--- src/rtl/pd_ctrl_pkg.sv ---
package pd_ctrl_pkg;
  typedef enum logic [1:0] {
    PD_RUN  = 2'd0,
    PD_WAIT = 2'd1,
    PD_DOWN = 2'd2
  } pd_state_t;

  typedef struct packed {
    logic en;
    logic sync;
  } pd_cfg_t;
endpackage

--- src/rtl/pd_cfg_latch.sv ---
module pd_cfg_latch
  import pd_ctrl_pkg::*;
(
  input  logic    clk,
  input  logic    rst_n,
  input  logic    we,
  input  pd_cfg_t wdata,
  output pd_cfg_t q,
  output pd_cfg_t eff
);
  pd_cfg_t q_r;
  pd_cfg_t q_nxt;

  always_comb begin
    q_nxt = q_r;
    if (we) q_nxt = wdata;
  end

  always_ff @(posedge clk or negedge rst_n) begin
    if (!rst_n) q_r <= '0;
    else if (we) q_r <= q_nxt;
  end

  // Bits in force this cycle: a write takes effect in the same cycle it is latched
  assign eff = we ? wdata : q_r;
  assign q   = q_r;
endmodule

--- src/rtl/pd_ce_sync.sv ---
module pd_ce_sync #(
  parameter int STAGES = 2
) (
  input  logic clk,
  input  logic rst_n,
  input  logic async_in,
  output logic sync_out
);
  localparam int LAST = STAGES - 1;

  generate
    if (STAGES <= 1) begin : g_single
      logic s_r;
      always_ff @(posedge clk or negedge rst_n) begin
        if (!rst_n) s_r <= 1'b0;
        else        s_r <= async_in;
      end
      assign sync_out = s_r;
    end else begin : g_chain
      logic [LAST:0] s_r;
      logic [LAST:0] s_nxt;
      always_comb s_nxt = {s_r[LAST-1:0], async_in};
      always_ff @(posedge clk or negedge rst_n) begin
        if (!rst_n) s_r <= '0;
        else        s_r <= s_nxt;
      end
      assign sync_out = s_r[LAST];
    end
  endgenerate
endmodule

--- src/rtl/pd_fsm.sv ---
module pd_fsm
  import pd_ctrl_pkg::*;
(
  input  logic      clk,
  input  logic      rst_n,
  input  logic      ce_ok,
  input  logic      wr,
  input  pd_cfg_t   eff,
  input  logic      cp_event,
  input  logic      init_pulse,
  output pd_state_t state
);
  pd_state_t st_r;
  pd_state_t st_nxt;
  logic      init_trig;

  assign init_trig = init_pulse & ce_ok;

  always_comb begin
    st_nxt = st_r;
    unique case (st_r)
      PD_RUN: begin
        if (eff.en) begin
          if (!eff.sync)      st_nxt = PD_DOWN;
          else if (init_trig) st_nxt = PD_DOWN;
          else if (wr)        st_nxt = PD_WAIT;
        end
      end
      PD_WAIT: begin
        if (!eff.en)                       st_nxt = PD_RUN;
        else if (!eff.sync)                st_nxt = PD_DOWN;
        else if (init_trig)                st_nxt = PD_DOWN;
        else if (cp_event && !wr)          st_nxt = PD_DOWN;
      end
      PD_DOWN: begin
        if (!eff.en && ce_ok) st_nxt = PD_RUN;
      end
      default: st_nxt = PD_RUN;
    endcase
  end

  always_ff @(posedge clk or negedge rst_n) begin
    if (!rst_n) st_r <= PD_RUN;
    else        st_r <= st_nxt;
  end

  assign state = st_r;
endmodule

--- src/rtl/pd_ctrl.sv ---
module pd_ctrl
  import pd_ctrl_pkg::*;
#(
  parameter int SYNC_STAGES = 2
) (
  input  logic clk,
  input  logic rst_n,
  input  logic chip_en,
  input  logic cfg_we,
  input  logic cfg_pd_en,
  input  logic cfg_pd_sync,
  input  logic cp_event,
  input  logic init_pulse,
  output logic pd_active,
  output logic pd_pending,
  output logic force_load,
  output logic cp_tristate,
  output logic clkdet_reset,
  output logic pd_en_q,
  output logic pd_sync_q
);
  pd_cfg_t   wdata;
  pd_cfg_t   cfg_q;
  pd_cfg_t   cfg_eff;
  logic      ce_sync;
  pd_state_t state;
  logic      pd_any;

  assign wdata.en   = cfg_pd_en;
  assign wdata.sync = cfg_pd_sync;

  pd_cfg_latch u_cfg (
    .clk   (clk),
    .rst_n (rst_n),
    .we    (cfg_we),
    .wdata (wdata),
    .q     (cfg_q),
    .eff   (cfg_eff)
  );

  pd_ce_sync #(.STAGES(SYNC_STAGES)) u_ce (
    .clk      (clk),
    .rst_n    (rst_n),
    .async_in (chip_en),
    .sync_out (ce_sync)
  );

  pd_fsm u_fsm (
    .clk        (clk),
    .rst_n      (rst_n),
    .ce_ok      (ce_sync),
    .wr         (cfg_we),
    .eff        (cfg_eff),
    .cp_event   (cp_event),
    .init_pulse (init_pulse),
    .state      (state)
  );

  // Raw pin gives immediate entry; synchronized copy governs release
  assign pd_any = ~chip_en | ~ce_sync | (state == PD_DOWN);

  assign pd_active    = pd_any;
  assign force_load   = pd_any;
  assign cp_tristate  = pd_any;
  assign clkdet_reset = pd_any;
  assign pd_pending   = (state == PD_WAIT);
  assign pd_en_q      = cfg_q.en;
  assign pd_sync_q    = cfg_q.sync;
endmodule

--- config.mk ---
export PLATFORM = sky130hd
export DESIGN_NAME = pd_ctrl
export DESIGN_NICKNAME = d
export VERILOG_FILES = /design/src/rtl/pd_ctrl_pkg.sv /design/src/rtl/pd_cfg_latch.sv /design/src/rtl/pd_ce_sync.sv /design/src/rtl/pd_fsm.sv /design/src/rtl/pd_ctrl.sv
export SDC_FILE = /design/constraint.sdc
export NUM_CORES = 1
export LEC_CHECK = 0
export BUFFER_PORTS_ARGS = -buffer_cell sky130_fd_sc_hd__clkbuf_2
export CAP_MARGIN = 20
export CORE_AREA = 2 2 39 41
export DETAILED_ROUTE_END_ITERATION = 7
export DIE_AREA = 0 0 41 43
export GPL_TIMING_DRIVEN = 0
export PLACE_DENSITY = 0.42
export SLEW_MARGIN = 25
export SYNTH_ARGS = -nofsm -noshare
export SYNTH_HDL_FRONTEND = slang
export SYNTH_SLANG_ARGS = --single-unit
--- constraint.sdc ---
create_clock -name clk -period 0.98 [get_ports clk]
set_input_delay 0.049 -clock clk [delete_from_list [all_inputs] [get_ports clk]]
set_output_delay 0.049 -clock clk [all_outputs]
set_load 0.02 [all_outputs]
==> summary.txt, run 1 <==
Outcome
  – Status: finished, violations left
  – Violated checks: setup timing

Die
  – Rows: 14
  – Initial Utilization: between 20% and 30%
  – Die Width: approximately 41 um
  – Core Area: ~1400 um2
  – Die Ht: around 43 um
  – # IOs: 15
  – Total Die Area: ~1800 um2

Logic synthesis
  – Primary FF master, synth: dfrtp_1
  – Syn_nets: 32
  – Largest family of logic cells by synthesized area: simple AND/OR/NAND/NOR gates
  – Synthesized area: approximately 280 um2
  – Synth Area in Compound Gates: between 10% and 20%
  – Synth top area cells: dfrtp_1, buf_4, nand2b_4, and3b_2, mux2i_1
  – Synth warn: 0
  – Syn Inst Count: 24
  – Most frequent cell after synthesis: dfrtp_1
  – Mux contribution to synthesized area: 3.56%
  – Synth Area per Inst: ~12 um2
  – Cell variety after synth: 16
  – Top cell type's share of synthesized area: 53.3%
  – Post-synth top cells: dfrtp_1, buf_4, nand2_1
  – Sequential area share after synthesis: ~53%
  – Fraction of registers with async set or reset after synthesis: between 90% and 100%
  – Post-synth EDFFs: 0
  – Post-Synth Adder-Cell Area: 0%
  – Area leader, netlist: dfrtp_1
  – Simple-gate portion of the synthesized area: between 20% and 30%
  – Yosys reg bits: 6
  – Synth Area in XOR/XNOR: 0%

Worst setup path
  – Crit Reg-Reg Endpoint: u_fsm.state[1]
  – Crit path launch: u_fsm.state[1]
  – Startpoint Class: register
  – Crit path to: force_load
  – Crit end category: output pin
  – Reg-to-Reg Start: u_fsm.state[1]
  – Worst reg-to-reg path cell count: 3
  – CP required: just over 0.9 ns
  – CP arrival: around 1.1 ns
  – CP Class: register to output pin
  – Reg2Reg Setup Slack: -0.10 ns
  – CP Max Fanout: 4

Route
  – WL/cell: around 11 um
  – Routed Antenna Nets: 0
  – DRC viols: 0
  – Initial DRC count: 2
  – Drt pass-1 iters: 2
  – Final WL: around 670 um
  – Vias: 264
  – Post-DR vias/cell: around 4.2

STA
  – RSZ-0062 raised after global routing: true
  – Min setup slack post-route: -0.166 ns
  – Min Tclk post-route: 1.15 ns
  – Slew @ Worst Pin: 0.252 ns
  – Setup Skew: 0.00697 ns
  – Max Transition Viols Final: 0
  – Final worst-path cycle share: 117%
  – F_max: 873 MHz
  – Final Hold Fails: 0
  – Final setup vio count: 7
  – Max-slew headroom at the worst pin: between 80 and 90%

Power
  – Psw: ~0.2 mW
  – Gate power share: 31.1%
  – Peak VDD IR: between 900 and 1000 uV
  – Clock Power Share: 29.6%
  – Switching portion of total power: 26.8%
  – Power Density: roughly 1400 nW/um2
  – Internal: approximately 0.54 mW
  – Seq pwr share: 39.3%
  – Design Power: 0.740 mW
  – Leakage: ~0.26 nW

Global routing
  – Vias in the first global route: roughly 260
  – First-pass GRT wire length: around 1.0 mm
  – GRT overflow: 0
  – Total GRT Usage: under 10%
  – Initial antenna violation count: 0
  – Largest net degree at the start of global routing: 7

Worst hold path
  – Worst hold path class: input pin to register
  – HP Start: cfg_pd_sync

Layout
  – Fin nets: 57
  – Fin util: about two fifths
  – Area Growth Syn to Fin: 88.4%
  – Layout cell share with drive strength beyond 1: roughly 68%
  – Ant diodes: 0

CTS
  – CTS tree: done
  – Root Driver: clkbuf_4
  – Latest clock arrival within the worst-skew pair: around 0.24 ns
  – Total CTS buffers: 3
  – Max Buffers Root-to-Sink: 2
  – Clock transition at the registers of the reported paths: ~0.05 ns
  – H-Tree Depth: 1
  – Clock Sink Count: 6

Placement
  – IO buf count: 14
  – RePlAce Congestion: ~0.65

Run
  – # Max-Cap Violations: 0
-- logic make-up after synthesis --
| family | after synthesis |
|---|---|
| simple gates | 8 |
| compound gates | 5 |
| mux | 1 |
| buf+inv | 4 |
| flops | 6 |
-- cells in the final DEF, fill, tap and decap left out, types with 2 or more instances in the layout --
master	count
dfrtp_1	4
buf_6	3
clkbuf_4	4
clkbuf_2	9
nand2_1	2
dlygate4sd3_1	2
dfrtp_2	2
buf_4	4
buf_8	3
nand2b_4	2
-- state kept, by name, indices dropped and copies added, names as in the netlist --
name,flops
u_ce.g_chain.s_r,2
u_cfg.q,2
u_fsm.state,2
-- critical path, stage by stage, from the launching register on --
cell,delay [ns]
dfrtp_1,0.41
nand2b_4,0.10
nand3_4,0.10
buf_6,0.13
buf_8,0.12
-- how the worst min path moves through the flow --
| stage | end | cells past startpoint |
|---|---|---|
| CTS | u_cfg.q[0] | 3 |
| global route | u_cfg.q[0] | 3 |
| detailed placement | u_fsm.state[1] | 1 |
| floorplan | u_ce.g_chain.s_r[0] | 0 |
| global placement | u_fsm.state[0] | 1 |
| finish | u_cfg.q[0] | 3 |
-- metrics by stage --
stage          cells  TNS [ns]  hold WS [ns]  cell area, um2  setup WS (ns)
3_3_place_gp      54         0        -0.118             382        0.00689
6_report          63    -0.965        0.0506             531         -0.166
4_1_cts           62    -0.918        0.0587             519         -0.178
2_1_floorplan     24   -0.0386        -0.247             292        -0.0312
5_1_grt           63     -1.36        0.0679             531         -0.211
3_5_place_dp      54   -0.0420        -0.115             382        -0.0210
-- timing repair --
item	CTS	global route
gates resized for setup	16	3
hold buffers	2	0
setup endpoints to repair	6	7
endpoints found under the hold margin	7	0
pin swaps	1	0
setup buffers	3	1
-- area by class of cell --
class,instances,area (um2)
Tap cell,16,20.0
Buffer,3,33.8
Inverter,1,3.75
Sequential cell,6,153
Timing Repair Buffer,20,161
Multi-Input combinational cell,14,136
Fill cell,143,853
Clock buffer,3,22.5
-- per-layer routing --
metal	vias to the layer above	global-route usage [%]	routed length, um
li1	128	-	-
met1	129	9.84	236
met2	7	15.0	389
met3	0	7.85	39
met4	0	0	0
met5	-	0	0
-- power groups by stage --
stage	registers (mW)	logic (mW)	clock network, mW
after CTS	0.290	0.213	0.228
after floorplan	0.301	0.0770	0
after global routing	0.293	0.250	0.247
after global placement	0.293	0.134	0
final	0.291	0.230	0.219
after detailed placement	0.294	0.136	0
Note: power is estimated with default switching activity, not from simulation.
==> run 2: changes to the inputs <==
--- a/config.mk
+++ b/config.mk
@@ -11,6 +11,7 @@
 export DETAILED_ROUTE_END_ITERATION = 7
 export DIE_AREA = 0 0 41 43
 export GPL_TIMING_DRIVEN = 0
+export HOLD_SLACK_MARGIN = 0.08
 export PLACE_DENSITY = 0.42
 export SLEW_MARGIN = 25
 export SYNTH_ARGS = -nofsm -noshare
==> summary.txt, run 2 (synthesis gave the netlist of run 1 again) <==
Global routing
  – First-pass GRT wire length: 1.11 mm
  – Initial antenna violation count: 0
  – Vias in the first global route: about 260
  – Largest net degree at the start of global routing: 7
  – GRT overflow: 0
  – Total GRT Usage: approximately a tenth

Route
  – Vias: about 260
  – Routed Antenna Nets: 0
  – Initial DRC count: 2
  – Post-DR vias/cell: just over 4
  – Final WL: 700 um
  – WL/cell: between 10 and 15 um
  – DRC viols: 0
  – Drt pass-1 iters: 2

CTS
  – Root Driver: clkbuf_4
  – Latest clock arrival within the worst-skew pair: ~0.24 ns
  – Clock Sink Count: 6
  – Clock transition at the registers of the reported paths: 0.05 ns
  – H-Tree Depth: 1
  – # hold bufs at CTS: 3
  – Total CTS buffers: 3
  – Max Buffers Root-to-Sink: 2
  – CTS tree: done

Worst setup path
  – CP Class: register to output pin
  – Startpoint Class: register
  – Reg2Reg Setup Slack: -0.09 ns
  – CP required: approximately 0.93 ns
  – CP arrival: roughly 1.1 ns
  – Worst path cell trace: nand2b_4 > nand3_4 > buf_6 > buf_8
  – Worst reg-to-reg path cell count: 3
  – Crit Reg-Reg Endpoint: u_fsm.state[1]
  – Crit end category: output pin
  – Reg-to-Reg Start: u_fsm.state[1]
  – CP Max Fanout: 4
  – Crit path largest cell delay: 0.41 ns
  – Slowest cell on crit path: dfrtp_1

STA
  – F_max: around 900 MHz
  – Setup Skew: roughly 0.0066 ns
  – RSZ-0062 raised after global routing: true
  – Final worst-path cycle share: 116%
  – Min Tclk post-route: 1.14 ns
  – Final setup vio count: 7
  – Min setup slack post-route: -0.161 ns
  – Max-slew headroom at the worst pin: a little over four fifths
  – Final Hold Fails: 0
  – Slew @ Worst Pin: 0.250 ns
  – Max Transition Viols Final: 0
  – Total negative slack: -0.930 ns

Run
  – # Max-Cap Violations: 0

Worst hold path
  – WHS Path Cells: 3
  – Worst hold path class: input pin to register
  – Worst hold endpoint: u_cfg.q[0]
  – HP Start: cfg_pd_sync

Power
  – Peak VDD IR: 961 uV
  – Leakage: roughly 0.26 nW
  – Power Density: 1380 nW/um2
  – Design Power: around 0.74 mW

Layout
  – Layout cell share with drive strength beyond 1: approximately 67%
  – Finished Layout Cells: 64
  – Fin nets: 58
  – Ant diodes: 0
  – Commonest cells after routing, fill and taps aside: clkbuf_2, clkbuf_4, buf_4, dfrtp_1
  – Commonest non-fill, non-tap cell in the layout: clkbuf_2
  – Fin util: ~40%
  – Fill cells: 146
  – Area Growth Syn to Fin: 92.0%

Outcome
  – Status: finished, violations left
  – Violated checks: setup timing

Placement
  – Dpl ws: -0.0210 ns
  – Inst Count DP: 54
  – IO buf count: 14
  – RePlAce Congestion: ~0.65

Die
  – Core Area: between 1000 and 1500 um2
  – Die Ht: roughly 43 um
  – Rows: 14
  – Initial Utilization: roughly 20%
  – Die Width: approximately 41 um
  – Total Die Area: 1760 um2
  – # IOs: 15
-- run 2: layer usage --
layer	share of wire [%]	global-route usage, %
met3	5.6	7.85
met2	60	16.9
met4	0	0
met5	0	0
met1	35	10.2
-- run 2: final cells by class --
cell class / instances / area, um2 / area share, %
plain buffers: 3 / 33.8 / 6.25
repair buffers: 21 / 171 / 31.7
well taps: 16 / 20.0 / 3.70
inverters: 1 / 3.75 / 0.694
flip-flops and latches: 6 / 153 / 28.2
clock buffers: 3 / 22.5 / 4.17
multi-input cells: 14 / 136 / 25.2
-- run 2: per-stage QoR --
stage	cell area [um2]	hold slack (ns)
after global placement	382	-0.118
after CTS	529	0.0587
after global routing	541	0.0679
final	541	0.0507
after detailed placement	382	-0.115
after floorplan	292	-0.247
-- run 2: how the worst max path moves through the flow --
| stage | start | slack, ns | end | cells after the start |
|---|---|---|---|---|
| 2_1_floorplan | u_cfg.q[1] | -0.03 | u_fsm.state[0] | 3 |
| 3_3_place_gp | u_fsm.state[0] | 0.007 | pd_active | 4 |
| 3_5_place_dp | u_cfg.q[1] | -0.02 | u_fsm.state[0] | 3 |
| 4_1_cts | u_fsm.state[1] | -0.18 | pd_active | 4 |
| 5_1_grt | u_fsm.state[1] | -0.22 | force_load | 4 |
| 6_report | u_fsm.state[1] | -0.16 | force_load | 4 |
-- run 2: where the power goes --
group	leakage [nW]	switching (mW)	internal (mW)	total, mW
combinational	0.179	0.0991	0.135	0.234
sequential	0.0706	0.0199	0.271	0.291
clock	0.0138	0.0805	0.138	0.218
total	0.264	0.199	0.544	0.744
-- run 2: repair_timing --
item / in CTS / in global routing
hold endpoints to repair: 9 / 1
pin swaps: 1 / 0
setup endpoints to repair: 6 / 7
resized for setup: 16 / 3
buffers inserted: 3 / 1
-- run 2: critical path: cells and delay by family (launching register included) --
kind	cells	cell delay, ns
AND/OR/NAND/NOR	2	0.20
buffers and inverters	2	0.25
flip-flops	1	0.41
